===== src/rtl/kwdog_pkg.sv =====
package kwdog_pkg;
  localparam int KEY_W = 5;
  localparam logic [KEY_W-1:0] REFRESH_KEY = 5'b01010;

  typedef enum logic [1:0] {
    WR_NONE = 2'd0,
    WR_GOOD = 2'd1,
    WR_BAD  = 2'd2
  } wr_kind_e;
endpackage


===== src/rtl/kwdog_tick_sync.sv =====
module kwdog_tick_sync #(
  parameter int STAGES = 2
) (
  input  logic clk,
  input  logic rst_n,
  input  logic tick_in,
  output logic tick_fall
);
  logic [STAGES-1:0] sync_q;
  logic              last_q;

  generate
    if (STAGES == 1) begin : g_one
      always_ff @(posedge clk or negedge rst_n) begin
        if (!rst_n) sync_q <= '0;
        else        sync_q <= tick_in;
      end
    end else begin : g_chain
      always_ff @(posedge clk or negedge rst_n) begin
        if (!rst_n) sync_q <= '0;
        else        sync_q <= {sync_q[STAGES-2:0], tick_in};
      end
    end
  endgenerate

  always_ff @(posedge clk or negedge rst_n) begin
    if (!rst_n) last_q <= 1'b0;
    else        last_q <= sync_q[STAGES-1];
  end

  assign tick_fall = last_q & ~sync_q[STAGES-1];


  fall_single_cycle_chk: assert property (@(posedge clk) disable iff (!rst_n)
    tick_fall |=> !tick_fall);
endmodule


===== src/rtl/kwdog_key_check.sv =====
module kwdog_key_check
  import kwdog_pkg::*;
#(
  parameter int DATA_W = 8
) (
  input  logic              wr_fire,
  input  logic [DATA_W-1:0] wr_data,
  output wr_kind_e          kind
);
  localparam logic [DATA_W-1:0] KEY_EXT  = DATA_W'(REFRESH_KEY);
  localparam logic [DATA_W-1:0] KEY_MASK = DATA_W'((1 << KEY_W) - 1);

  logic key_match;

  assign key_match = ((wr_data ^ KEY_EXT) & KEY_MASK) == '0;

  always_comb begin
    if (!wr_fire)       kind = WR_NONE;
    else if (key_match) kind = WR_GOOD;
    else                kind = WR_BAD;
  end
endmodule


===== src/rtl/kwdog_period_ctr.sv =====
module kwdog_period_ctr #(
  parameter int PERIOD_TICKS = 4096
) (
  input  logic clk,
  input  logic rst_n,
  input  logic restart,
  input  logic advance,
  output logic period_end
);
  localparam int CNT_W = (PERIOD_TICKS > 2) ? $clog2(PERIOD_TICKS) : 1;
  localparam logic [CNT_W-1:0] LAST = CNT_W'(PERIOD_TICKS - 1);

  logic [CNT_W-1:0] cnt_q;
  logic             at_last;

  assign at_last    = cnt_q == LAST;
  assign period_end = advance & at_last & ~restart;

  always_ff @(posedge clk or negedge rst_n) begin
    if (!rst_n)        cnt_q <= '0;
    else if (restart)  cnt_q <= '0;
    else if (advance)  cnt_q <= at_last ? '0 : cnt_q + 1'b1;
  end


  restart_zero_chk: assert property (@(posedge clk) disable iff (!rst_n)
    restart |=> cnt_q == '0);

  wrap_zero_chk: assert property (@(posedge clk) disable iff (!rst_n)
    period_end |=> cnt_q == '0);

  hold_when_idle_chk: assert property (@(posedge clk) disable iff (!rst_n)
    (!advance && !restart) |=> $stable(cnt_q));
endmodule


===== src/rtl/keyed_wdog.sv =====
module keyed_wdog
  import kwdog_pkg::*;
#(
  parameter int PERIOD_TICKS = 4096,
  parameter int DATA_W       = 8,
  parameter int SYNC_STAGES  = 2
) (
  input  logic              clk,
  input  logic              rst_n,
  input  logic              tick_in,
  input  logic              wr_valid,
  output logic              wr_ready,
  input  logic [DATA_W-1:0] wr_data,
  output logic              wd
);
  logic     tick_fall;
  logic     period_end;
  logic     wr_fire;
  wr_kind_e wr_kind;
  logic     refresh;
  logic     wd_q;

  assign wr_ready = rst_n;
  assign wr_fire  = wr_valid & wr_ready;
  assign refresh  = wr_kind == WR_GOOD;

  kwdog_tick_sync #(.STAGES(SYNC_STAGES)) u_sync (
    .clk       (clk),
    .rst_n     (rst_n),
    .tick_in   (tick_in),
    .tick_fall (tick_fall)
  );

  kwdog_key_check #(.DATA_W(DATA_W)) u_key (
    .wr_fire (wr_fire),
    .wr_data (wr_data),
    .kind    (wr_kind)
  );

  kwdog_period_ctr #(.PERIOD_TICKS(PERIOD_TICKS)) u_ctr (
    .clk        (clk),
    .rst_n      (rst_n),
    .restart    (refresh),
    .advance    (tick_fall),
    .period_end (period_end)
  );

  always_ff @(posedge clk or negedge rst_n) begin
    if (!rst_n)          wd_q <= 1'b0;
    else if (refresh)    wd_q <= 1'b0;
    else if (period_end) wd_q <= ~wd_q;
  end

  assign wd = ~rst_n | wd_q;


  refresh_low_chk: assert property (@(posedge clk) disable iff (!rst_n)
    refresh |=> !wd);

  rise_on_expiry_chk: assert property (@(posedge clk) disable iff (!rst_n)
    $rose(wd_q) |-> $past(period_end));

  bad_key_quiet_chk: assert property (@(posedge clk) disable iff (!rst_n)
    (wr_kind == WR_BAD && !period_end) |=> $stable(wd_q));

  kind_needs_beat_chk: assert property (@(posedge clk) disable iff (!rst_n)
    (wr_kind != WR_NONE) |-> (wr_valid && wr_ready));
endmodule


===== config.mk =====
export PLATFORM = sky130hd
export DESIGN_NAME = keyed_wdog
export DESIGN_NICKNAME = d
export VERILOG_FILES = /design/src/rtl/kwdog_pkg.sv /design/src/rtl/kwdog_tick_sync.sv /design/src/rtl/kwdog_key_check.sv /design/src/rtl/kwdog_period_ctr.sv /design/src/rtl/keyed_wdog.sv
export SDC_FILE = /design/constraint.sdc
export NUM_CORES = 1
export LEC_CHECK = 0
export BUFFER_PORTS_ARGS = -buffer_cell sky130_fd_sc_hd__clkbuf_2
export CAP_MARGIN = 20
export CELL_PAD_IN_SITES_DETAIL_PLACEMENT = 0
export CELL_PAD_IN_SITES_GLOBAL_PLACEMENT = 2
export CORE_MARGIN = 2
export CORE_UTILIZATION = 38
export CTS_BUF_LIST = sky130_fd_sc_hd__clkbuf_4 sky130_fd_sc_hd__clkbuf_8
export DETAILED_ROUTE_END_ITERATION = 10
export PLACE_DENSITY = 0.86
export SYNTH_ARGS = -nofsm -noshare
export SYNTH_HDL_FRONTEND = slang
export SYNTH_SLANG_ARGS = --single-unit

===== constraint.sdc =====
create_clock -name clk -period 3.4 [get_ports clk]
set_input_delay 0.51 -clock clk [delete_from_list [all_inputs] [get_ports clk]]
set_output_delay 0.51 -clock clk [all_outputs]
set_load 0.02 [all_outputs]

==> flow_metrics.tcl, run 1 <==
set metrics [dict create \
    cts_max_level 1 \
    finalHoldViolCount 0 \
    synth-warning-count 0 \
    worstPathArrival_ns 2.06 \
    timing.rr.start "u_ctr.cnt_q[0]" \
    r2r_slack_ns 1.71 \
    final_core_utilization_pct 46.25 \
    post-route-period-util_pct 54.84 \
    die_y_um 50.37 \
    critical_path.startpoint_type "primary input" \
    cts_tree "built" \
    nets 106 \
    clock_insertion_delay_at_the_later_pin_of_the_skew_report_ns 0.29 \
    worst_ir_drop_vdd_uv 223.6 \
    synth_top_family_by_area "simple AND/OR/NAND/NOR gates" \
    count_of_pins_over_their_slew_limit 0 \
    route.detailed.wl_per_inst_um 13.87 \
    dr.pass1.iters 4 \
    internal_power_w 0.0003370 \
    comb_power_share_pct 17.7 \
    final_antenna_net_count 0 \
    finalWirelength_mm 1.650 \
    clockPowerShare_pct 26.3 \
    core_area_um2 2002 \
    setup_violators_final 0 \
    power.net_switching_w 0.0001479 \
    hpwl_mm 1.210 \
    drtIter0Drc 11 \
    critical_path.max_fanout 19 \
    synth_compound_area_share_pct 8.423 \
    tritoncts.num_buffers 3 \
    outcome "finished clean" \
    grt_remaining_overflow 0 \
    synth_fa_ha_area_share_pct 1.531 \
    via_count 654 \
    routability_congestion_estimate_from_global_placement 0.7450 \
    tot_gr_track_use_pct 15.24 \
    synthSimpleGateAreaFrac_pct 33.38 \
    critPathCaptureType "flip-flop" \
    cap_violations 0 \
    timing.fmax_ghz 0.5364 \
    initial_core_util_pct 40.81 \
    worstPathRequired_ns 3.59 \
    areaGrowthSynthToFinish_pct 13.32 \
    io_buffers 10 \
    cts.hold.buffers_added 0 \
    postCtsSetupRepairBufs 0 \
    grt_max_degree 20 \
    worst_pin_slew_ns 0.8574 \
    floorplan.die.width_um 50.37 \
    rr_endpoint "u_ctr.cnt_q[10]" \
    row_count 16 \
    antenna_found_initial 0 \
    fillerInstances 208 \
    cpPeakStageDelay_ns 0.74 \
    rsz0062_at_grt "false" \
    swShare_pct 30.50 \
    synth_fp_nets 93 \
    first_global_vias 643 \
    setup-tns-final_ns 0 \
    share_of_post_route_cells_with_drive_strength_above_1_pct 18.48 \
    ff2ff_path_depth 5 \
    hold_path.class "in2async" \
    design_power_total_w 0.0004849 \
    clkTransAtPathRegs_ns 0.10 \
    synth-seq-cells 16 \
    power-per-cell-area_nw_per_um2 523.7 \
    die_area_um2 2537 \
    timing.critical_path.slowest_stage_cell "sky130_fd_sc_hd__nor4b_2" \
    netlist_area_before_placement_um2 817.0 \
    drcViolationCount 0 \
    yosys.area_share.xor_xnor_pct 5.360 \
    synth-seq-area-share_pct 49.00 \
    syn_area_per_cell_um2 10.21 \
    ioPinCount 14 \
    clk_path_buf_depth 2 \
    timing.slew.headroom_pct 42.69 \
    synth_cells 80 \
    pwr-share-seq_pct 56.0 \
    cpLargestDelayFamily "simple AND/OR/NAND/NOR gates" \
    wire_length_of_the_first_global_routing_pass_mm 2.877 \
    resized_gates_after_cts 0 \
    p_leak_nw 0.3960 \
    diodes 0 \
    post_synth_mux_area_share_pct 0 \
    final_critical_path_time_including_i_o_delays_and_setup_ns 1.864 \
    worstPathBufferInverterCount 2 \
    timing.setup.critical_path_class "in2reg" \
    path_cells "clkbuf_2 -> buf_4 -> nand4b_1 -> nor4b_2 -> nor4b_1 -> a31o_1" \
    routed_via_density 5.496 \
    clock_tree.root_cell "sky130_fd_sc_hd__clkbuf_4" \
    ys_types 29 \
    worst_clock_skew_on_the_final_layout_ns 0.006068 \
    cts.sinks 16 \
]
[Yosys cell counts]
cell | count | area share, %
sky130_fd_sc_hd__xor2_1 | 5 | 5.4
sky130_fd_sc_hd__and4_1 | 2 | 2.1
sky130_fd_sc_hd__o2111ai_1 | 2 | 2.1
sky130_fd_sc_hd__and3_1 | 2 | 1.5
sky130_fd_sc_hd__ha_1 | 1 | 1.5
sky130_fd_sc_hd__or3_1 | 2 | 1.5
sky130_fd_sc_hd__and2_1 | 1 | 0.77
sky130_fd_sc_hd__o21ai_0 | 1 | 0.61
sky130_fd_sc_hd__nor4b_1 | 1 | 1.1
sky130_fd_sc_hd__a31o_1 | 1 | 1.1
sky130_fd_sc_hd__and4b_1 | 1 | 1.2
sky130_fd_sc_hd__or4_1 | 2 | 1.8
sky130_fd_sc_hd__nor2_1 | 7 | 3.2
sky130_fd_sc_hd__o41ai_1 | 1 | 1.1
sky130_fd_sc_hd__o211ai_1 | 1 | 0.92
sky130_fd_sc_hd__nor2b_1 | 1 | 0.77
sky130_fd_sc_hd__nand3_1 | 5 | 3.1
sky130_fd_sc_hd__dfrtp_1 | 16 | 49
sky130_fd_sc_hd__or4b_1 | 1 | 1.2
sky130_fd_sc_hd__clkbuf_1 | 1 | 0.46
sky130_fd_sc_hd__nand3_4 | 1 | 2.1
sky130_fd_sc_hd__nand4b_1 | 1 | 1.1
sky130_fd_sc_hd__nand4_1 | 5 | 3.8
sky130_fd_sc_hd__nand2_1 | 10 | 4.6
sky130_fd_sc_hd__nand2b_1 | 2 | 1.5
sky130_fd_sc_hd__a31oi_1 | 1 | 0.77
sky130_fd_sc_hd__buf_4 | 2 | 1.8
sky130_fd_sc_hd__a21oi_1 | 3 | 1.8
sky130_fd_sc_hd__nor4b_2 | 1 | 1.8
[metal layers]
metal	track usage, %	share of wire, %
met3	1.786	3.6
met1	20.42	49
met4	8.108	2.3
met2	24.12	45
met5	0	0
[cells in the final DEF, fill, tap and decap left out, types with 2 or more instances in the layout]
cell type and instances:
sky130_fd_sc_hd__dfrtp_1 16, sky130_fd_sc_hd__nand2_1 10, sky130_fd_sc_hd__clkbuf_2 10, sky130_fd_sc_hd__nor2_1 7, sky130_fd_sc_hd__nand4_1 5, sky130_fd_sc_hd__nand3_1 5
sky130_fd_sc_hd__xor2_1 5, sky130_fd_sc_hd__a21oi_1 3, sky130_fd_sc_hd__clkbuf_4 3, sky130_fd_sc_hd__nand2b_1 2, sky130_fd_sc_hd__and4_1 2, sky130_fd_sc_hd__or4_1 2
sky130_fd_sc_hd__and3_1 2, sky130_fd_sc_hd__or3_1 2, sky130_fd_sc_hd__o2111ai_1 2
[flip-flops by register name, summed over array words and instances, names as in the netlist]
register / cells
wd_q: 1
u_sync.last_q: 1
u_sync.sync_q: 2
u_ctr.cnt_q: 12
[stage by stage]
| stage | instance area, µm² | hold slack, ns | cells | setup slack [ns] |
|---|---|---|---|---|
| global placement | 889.6 | 0.3328 | 115 | 1.231 |
| floorplan | 817.0 | 0.2144 | 80 | 1.794 |
| CTS | 925.9 | 0.1611 | 119 | 1.502 |
| global route | 925.9 | 0.1674 | 119 | 1.350 |
| detailed placement | 889.6 | 0.3482 | 115 | 1.192 |
| finish | 925.9 | 0.1511 | 119 | 1.536 |
[worst register-to-register path: stages, from the launching register on]
cell                      delay (ns)
sky130_fd_sc_hd__dfrtp_1        0.42
sky130_fd_sc_hd__ha_1           0.19
sky130_fd_sc_hd__and4b_1        0.35
sky130_fd_sc_hd__nand3_4        0.12
sky130_fd_sc_hd__or4_1          0.47
sky130_fd_sc_hd__nand2_1        0.08
[area by class of cell]
cell class / count / area (µm²) / share of cell area, %
clock buffers: 4 / 36.28 / 3.919
multi-input cells: 61 / 397.9 / 42.97
flip-flops and latches: 16 / 400.4 / 43.24
well taps: 27 / 33.78 / 3.649
repair buffers: 11 / 57.56 / 6.216
[power groups by stage]
stage / logic [W] / registers, W / clock network [W]
6_report: 0.0000857 / 0.000272 / 0.000128
5_1_grt: 0.000101 / 0.000280 / 0.000142
4_1_cts: 0.0000877 / 0.000271 / 0.000131
3_5_place_dp: 0.0000854 / 0.000276 / 0
3_3_place_gp: 0.0000830 / 0.000273 / 0
2_1_floorplan: 0.0000638 / 0.000266 / 0
[cells by family after synthesis]
| logic type | Yosys count |
|---|---|
| compound gates | 10 |
| xor+xnor | 5 |
| fa+ha+maj | 1 |
| buf+inv | 3 |
| flops | 16 |
| simple gates | 45 |
[worst max path at each step]
stage,from,endpoint,cells past startpoint
6_report,rst_n,u_ctr.cnt_q[8],6
5_1_grt,rst_n,u_ctr.cnt_q[8],6
4_1_cts,rst_n,u_ctr.cnt_q[8],6
3_5_place_dp,rst_n,u_ctr.cnt_q[8],6
3_3_place_gp,rst_n,u_ctr.cnt_q[8],6
2_1_floorplan,wr_data[4],u_ctr.cnt_q[8],4
Note: power is estimated with default switching activity, not from simulation.
==> inputs of run 2 (changes only) <==
ABC_AREA = 1   (was not set)
CORE_UTILIZATION = 29   (was 38)
PLACE_DENSITY = 0.79   (was 0.86)
clock period = 1.5 ns   (was 3.4 ns; I/O delays follow)
==> run 2 against run 1 <==
Effect of this change:
- non-clock buffer count up 7
- sequential share of layout area fell by 7.5 points
- core utilization fell by 9.5 points
- routed wire length grew 32%
- worst setup slack got worse by 1.4 ns
- clock-buffer cell count down 1
- power grew 98%
- die area rose by 45%
- synthesized area is 14% higher
- clock power grew 75%
- flip-flop and latch count unchanged
- clock skew grew 0.0030 ns
==> flow_metrics.tcl, run 2 <==
set metrics [dict create \
    outcome "finished clean" \
    worstPathRequired_ns 1.66 \
    cap_violations 0 \
    worst_ir_drop_vdd_uv 476.4 \
    rsz0062_at_grt "false" \
    timing.slew.headroom_pct 49.10 \
    synth_fp_nets 147 \
    synth-seq-area-share_pct 42.90 \
    tritoncts.num_buffers 3 \
    drcViolationCount 0 \
    dpl-instance-area_um2 1079 \
    postCtsSetupRepairBufs 0 \
    dr.pass1.iters 4 \
    worst_pin_slew_ns 0.7610 \
    fillerInstances 342 \
    largest-register "u_ctr.cnt_q" \
    clk_path_buf_depth 2 \
    row_count 20 \
    final_antenna_net_count 0 \
    wire_length_of_the_first_global_routing_pass_mm 3.857 \
    first_global_vias 843 \
    die_y_um 60.73 \
    timing.setup.critical_path_class "reg2reg" \
    routability_congestion_estimate_from_global_placement 0.7715 \
    cts_tree "built" \
    clock_insertion_delay_at_the_later_pin_of_the_skew_report_ns 0.28 \
    critical_path.max_fanout 5 \
    critical_path.startpoint_type "flip-flop" \
    synth-warning-count 0 \
    tot_gr_track_use_pct 14.27 \
    fin_area_um2 1121 \
    finalWirelength_mm 2.181 \
    initial_core_util_pct 30.57 \
    worst_clock_skew_on_the_final_layout_ns 0.009088 \
    nets 168 \
    hold_path.class "in2reg" \
    yosysTopAreaCellShare_pct 42.90 \
    ioPinCount 14 \
    final_critical_path_time_including_i_o_delays_and_setup_ns 1.377 \
    multiInputGateArea_um2 470.5 \
    areaGrowthSynthToFinish_pct 20.11 \
    final_common_cell "sky130_fd_sc_hd__nand2_1" \
    netlist_area_before_placement_um2 933.4 \
    post-route-period-util_pct 91.79 \
    die_area_um2 3688 \
    synth-seq-cells 16 \
    clkTransAtPathRegs_ns 0.09 \
    via_count 876 \
    routed_via_density 4.447 \
    number_of_synthesized_flops_with_an_enable_pin 0 \
    yosys_most_used_dff "sky130_fd_sc_hd__dfrtp_1" \
    clock_tree.root_cell "sky130_fd_sc_hd__clkbuf_4" \
    power-per-cell-area_nw_per_um2 857.0 \
    share_of_post_route_cells_with_drive_strength_above_1_pct 20.26 \
    io_buffers 10 \
    synth.top_cells.by_area "sky130_fd_sc_hd__dfrtp_1 43%, sky130_fd_sc_hd__nand2_1 16%, sky130_fd_sc_hd__nand3_1 11%" \
    yosysMostFrequentCell "sky130_fd_sc_hd__nand2_1" \
    hpwl_mm 1.658 \
    cts.sinks 16 \
    regArea_um2 400.4 \
    ys_types 16 \
    number_of_flip_flops_in_the_largest_register 12 \
    p_leak_nw 0.5549 \
    count_of_pins_over_their_slew_limit 0 \
    syn_area_per_cell_um2 6.966 \
    antenna_found_initial 0 \
    async_flop_share_pct 100.0 \
    critPathCaptureType "flip-flop" \
    setup-tns-final_ns 0 \
    cts_max_level 1 \
    diodes 0 \
    synth_commonest_cells "41 x sky130_fd_sc_hd__nand2_1, 21 x sky130_fd_sc_hd__nand3_1, 16 x sky130_fd_sc_hd__dfrtp_1, 16 x sky130_fd_sc_hd__nor2_1, 15 x sky130_fd_sc_hd__inv_1" \
    worstPathArrival_ns 1.54 \
    route.detailed.wl_per_inst_um 11.07 \
    synth_cells 134 \
    reg_top3 "u_ctr.cnt_q (12), u_sync.sync_q (2)" \
    finalHoldViolCount 0 \
    most_frequent_cells_in_the_layout "41 x sky130_fd_sc_hd__nand2_1, 21 x sky130_fd_sc_hd__nand3_1, 16 x sky130_fd_sc_hd__dfrtp_1" \
    floorplan.die.width_um 60.73 \
    grt_max_degree 17 \
    timing.fmax_ghz 0.7263 \
    grt_remaining_overflow 0 \
    core_area_um2 3053 \
    setup_violators_final 0 \
    design_power_total_w 0.0009607 \
    drtIter0Drc 14 \
    synth_largest_area_cell "sky130_fd_sc_hd__dfrtp_1" \
]
==> run 2: changes by cell type in the layout (fill, tap and decap cells not counted), sizes merged, moves of 3 or more <==
cell | before | now
buf | 1 | 7
a21oi | 3 | 0
nand2 | 10 | 44
inv | 0 | 16
o21ai | 1 | 4
nand3 | 6 | 21
nor2 | 7 | 21
xor2 | 5 | 1
==> run 2: cells by family (layout without fill, tap and decap cells) <==
family / after synthesis / in the layout / share of synthesized area (%)
and+or+nand+nor: 92 / 92 / 43.30
buffers and inverters: 18 / 37 / 7.774
DFF: 16 / 16 / 42.90
AOI/OAI and AO/OA: 6 / 6 / 3.753
adders and majority gates: 1 / 1 / 1.340
xor gates and xnor gates: 1 / 1 / 0.9385
==> run 2: per-stage QoR <==
stage	setup slack [ns]	utilization, %	hold slack [ns]	instances
finish	0.1231	36.72	0.04904	197
global route	0.005398	36.72	0.02317	197
CTS	0.08115	36.39	0.02942	197
detailed placement	0.1007	35.33	0.2146	193
global placement	0.1015	35.33	0.2089	193
floorplan	0.2330	-	-0.07059	134
==> run 2: timing repair <==
action,4_1_cts,5_1_grt
hold endpoints to repair,16,0
setup endpoints to repair,0,10
resized for setup,0,3
hold buffers,1,0
==> run 2: cell type report <==
class	count	share of cell area (%)
Timing Repair Buffer	18	10.04
Sequential cell	16	35.71
Inverter	16	5.357
Clock buffer	3	2.009
Multi-Input combinational cell	100	41.96
Tap cell	44	4.911
==> run 2: where the power goes <==
part	internal (W)	switching, W
logic	0.0000984	0.000116
registers	0.000477	0.0000449
clock network	0.0000930	0.000131
==> run 2: worst paths after layout <==
path                            depth (start not counted)              from  slack [ns]                to
worst max-delay path                                    8    u_ctr.cnt_q[0]        0.12    u_ctr.cnt_q[0]
worst min-delay path                                    1           tick_in        0.05  u_sync.sync_q[0]
worst max register to register                          8    u_ctr.cnt_q[0]        0.12    u_ctr.cnt_q[0]
worst min register to register                          0  u_sync.sync_q[0]        0.36  u_sync.sync_q[1]
max in group asynchronous                               3             rst_n        0.36    u_ctr.cnt_q[5]
min in group asynchronous                               3             rst_n        0.65              wd_q
==> run 2: worst max-delay path: stages (launching register included) <==
cell                      delay, ns
sky130_fd_sc_hd__dfrtp_1       0.37
sky130_fd_sc_hd__ha_1          0.17
sky130_fd_sc_hd__nand2_1       0.11
sky130_fd_sc_hd__nor2_2        0.14
sky130_fd_sc_hd__nand2_2       0.09
sky130_fd_sc_hd__nor2_1        0.18
sky130_fd_sc_hd__nor2_4        0.08
sky130_fd_sc_hd__nand2_1       0.06
sky130_fd_sc_hd__o21ai_0       0.07
==> run 2: layer usage <==
metal | vias up | GRT usage, % | part of all wire [%]
met1 | 398 | 19.68 | 52
met4 | 0 | 2.795 | 0.96
met5 | - | 0 | 0
met2 | 9 | 22.73 | 45
li1 | 467 | - | -
met3 | 2 | 3.838 | 2.3
==> inputs of run 3 (changes only) <==
CELL_PAD_IN_SITES_DETAIL_PLACEMENT = not set   (was 0)
CELL_PAD_IN_SITES_GLOBAL_PLACEMENT = not set   (was 2)
CORE_UTILIZATION = 52   (was 29)
==> run 3 against run 2 <==
Effect of this change:
- flip-flop and latch count unchanged
- hold slack worse by 0.011 ns
- design area fell by 1.5%
- sequential share of layout area up 0.64 points
- fmax down 2.7%
- first-iteration DRC count rose to 2.9 times the previous value
- clock power grew 25%
- global-route usage rose by 9.2 points
- sequential power is 1% higher
- routed wire length fell by 5.0%
- critical endpoint unchanged
- largest cell class unchanged
- largest power group unchanged
- highest routed layer unchanged
==> flow_metrics.tcl, run 3 (same netlist as run 2, synthesis figures left out) <==
set metrics [dict create \
    timing.slew.headroom_pct 53.44 \
    cts_tree "built" \
    core_area_um2 1708 \
    route.detailed.wl_per_inst_um 11.64 \
    dr.pass1.iters 4 \
    cpPeakStageDelay_ns 0.39 \
    row_count 15 \
    worst_clock_skew_on_the_final_layout_ns 0.005338 \
    routed_via_density 5.191 \
    final_antenna_net_count 0 \
    final_critical_path_time_including_i_o_delays_and_setup_ns 1.415 \
    critPathCaptureType "flip-flop" \
    grt_max_degree 17 \
    number_of_flip_flops_in_the_largest_register 12 \
    outcome "finished clean" \
    ioPinCount 14 \
    cts.sinks 16 \
    reg_top3 "u_ctr.cnt_q (12), u_sync.sync_q (2)" \
    tritoncts.num_buffers 3 \
    path_cells "ha_1 -> nand2_2 -> nor2_4 -> nand2_2 -> nor2_1 -> nor2_2 -> nand2_1 -> o21ai_0" \
    share_of_post_route_cells_with_drive_strength_above_1_pct 20.92 \
    critical_path.startpoint_type "flip-flop" \
    p_leak_nw 0.5573 \
    initial_core_util_pct 54.65 \
    wire_length_of_the_first_global_routing_pass_mm 3.484 \
    final_common_cell "sky130_fd_sc_hd__nand2_1" \
    placed_cells 171 \
    worst_ir_drop_vdd_uv 641.2 \
    largest-register "u_ctr.cnt_q" \
    grt_remaining_overflow 0 \
    clk_path_buf_depth 2 \
    clock_tree.root_cell "sky130_fd_sc_hd__clkbuf_4" \
    first_global_vias 811 \
    count_of_pins_over_their_slew_limit 0 \
    hpwl_mm 1.438 \
    setup_violators_final 0 \
    antenna_found_initial 0 \
    drcViolationCount 0 \
    drtIter0Drc 41 \
    timing.fmax_ghz 0.7068 \
    finalWirelength_mm 2.072 \
    design_power_total_w 0.001043 \
    fillerInstances 149 \
    clock_insertion_delay_at_the_later_pin_of_the_skew_report_ns 0.29 \
    worst_pin_slew_ns 0.6961 \
    final_core_utilization_pct 64.69 \
    timing.critical_path.slowest_stage_cell "sky130_fd_sc_hd__dfrtp_1" \
    tot_gr_track_use_pct 23.46 \
    setup-tns-final_ns 0 \
    routability_congestion_estimate_from_global_placement 0.8596 \
    floorplan.die.width_um 46.37 \
    timing.setup.critical_path_class "reg2reg" \
    cap_violations 0 \
    diodes 0 \
    post-route-period-util_pct 94.32 \
    fin_area_um2 1105 \
    die_area_um2 2150 \
    worstPathRequired_ns 1.71 \
    finalHoldViolCount 0 \
    path_common_cell "sky130_fd_sc_hd__nand2_2" \
    nets 167 \
    cts_max_level 1 \
    clkTransAtPathRegs_ns 0.08 \
    power-per-cell-area_nw_per_um2 944.2 \
    die_y_um 46.37 \
    via_count 924 \
    io_buffers 10 \
    areaGrowthSynthToFinish_pct 18.36 \
    hold_path.class "in2reg" \
    critical_path.max_fanout 5 \
    most_frequent_cells_in_the_layout "40 x sky130_fd_sc_hd__nand2_1, 21 x sky130_fd_sc_hd__nand3_1, 15 x sky130_fd_sc_hd__inv_1, 15 x sky130_fd_sc_hd__nor2_1, 15 x sky130_fd_sc_hd__dfrtp_1" \
    layoutNonFillerInstCount 178 \
    dpl-instance-area_um2 1032 \
    worstPathArrival_ns 1.62 \
]
-- run 3: cell types whose count changed in the layout (fill, tap and decap cells not counted), sizes merged --
cell    change
buf         -1
clkbuf      +1
-- run 3: path summary, 6_finish.rpt --
kind / start / to / slack [ns] / depth (start not counted)
worst max register to register: u_ctr.cnt_q[0] / u_ctr.cnt_q[0] / 0.09 / 8
worst max-delay path: u_ctr.cnt_q[0] / u_ctr.cnt_q[0] / 0.09 / 8
min in group asynchronous: rst_n / u_ctr.cnt_q[6] / 0.63 / 3
worst min register to register: u_sync.sync_q[0] / u_sync.sync_q[1] / 0.36 / 0
worst min-delay path: tick_in / u_sync.sync_q[0] / 0.04 / 1
max in group asynchronous: rst_n / u_ctr.cnt_q[3] / 0.39 / 3
-- run 3: metrics by stage --
| step | hold WS [ns] | setup slack (ns) |
|---|---|---|
| 2_1_floorplan | -0.07059 | 0.2330 |
| 3_3_place_gp | 0.2002 | 0.1197 |
| 3_5_place_dp | 0.2006 | 0.08133 |
| 4_1_cts | 0.02971 | 0.03355 |
| 5_1_grt | 0.01933 | -0.06298 |
| 6_report | 0.03848 | 0.08521 |
-- run 3: worst max-delay path: cells and delay by family, from the launching register on --
kind,cells,cell delay (ns)
AO/OA/AOI/OAI,1,0.08
flip-flops,1,0.39
adder cells (fa/ha/maj),1,0.22
AND/OR/NAND/NOR,6,0.65
-- run 3: area by class of cell --
cell class	count	area, µm²	area share [%]
multi-input combinational	100	470.5	42.58
timing repair buffer	17	105.1	9.513
sequential	16	401.6	36.35
clock buffer	4	36.28	3.284
tap	25	31.28	2.831
inverter	16	60.06	5.436
-- run 3: what timing repair did --
item	in CTS	in global routing
buffers inserted	0	2
setup endpoints to repair	0	11
resized for setup	0	4
hold buffers	1	0
endpoints found under the hold margin	16	0
-- run 3: report_power, final --
group,switching [W],internal [W]
sequential,0.0000505,0.000478
combinational,0.000128,0.000107
clock,0.000132,0.000148
total,0.000310,0.000733
-- run 3: layer usage --
metal	vias up	global-route usage (%)	share of wire (%)
met5	-	0	0
met4	0	9.143	1.5
met3	5	5.882	6.7
met2	28	35.28	49
met1	425	32.19	42
li1	466	-	-
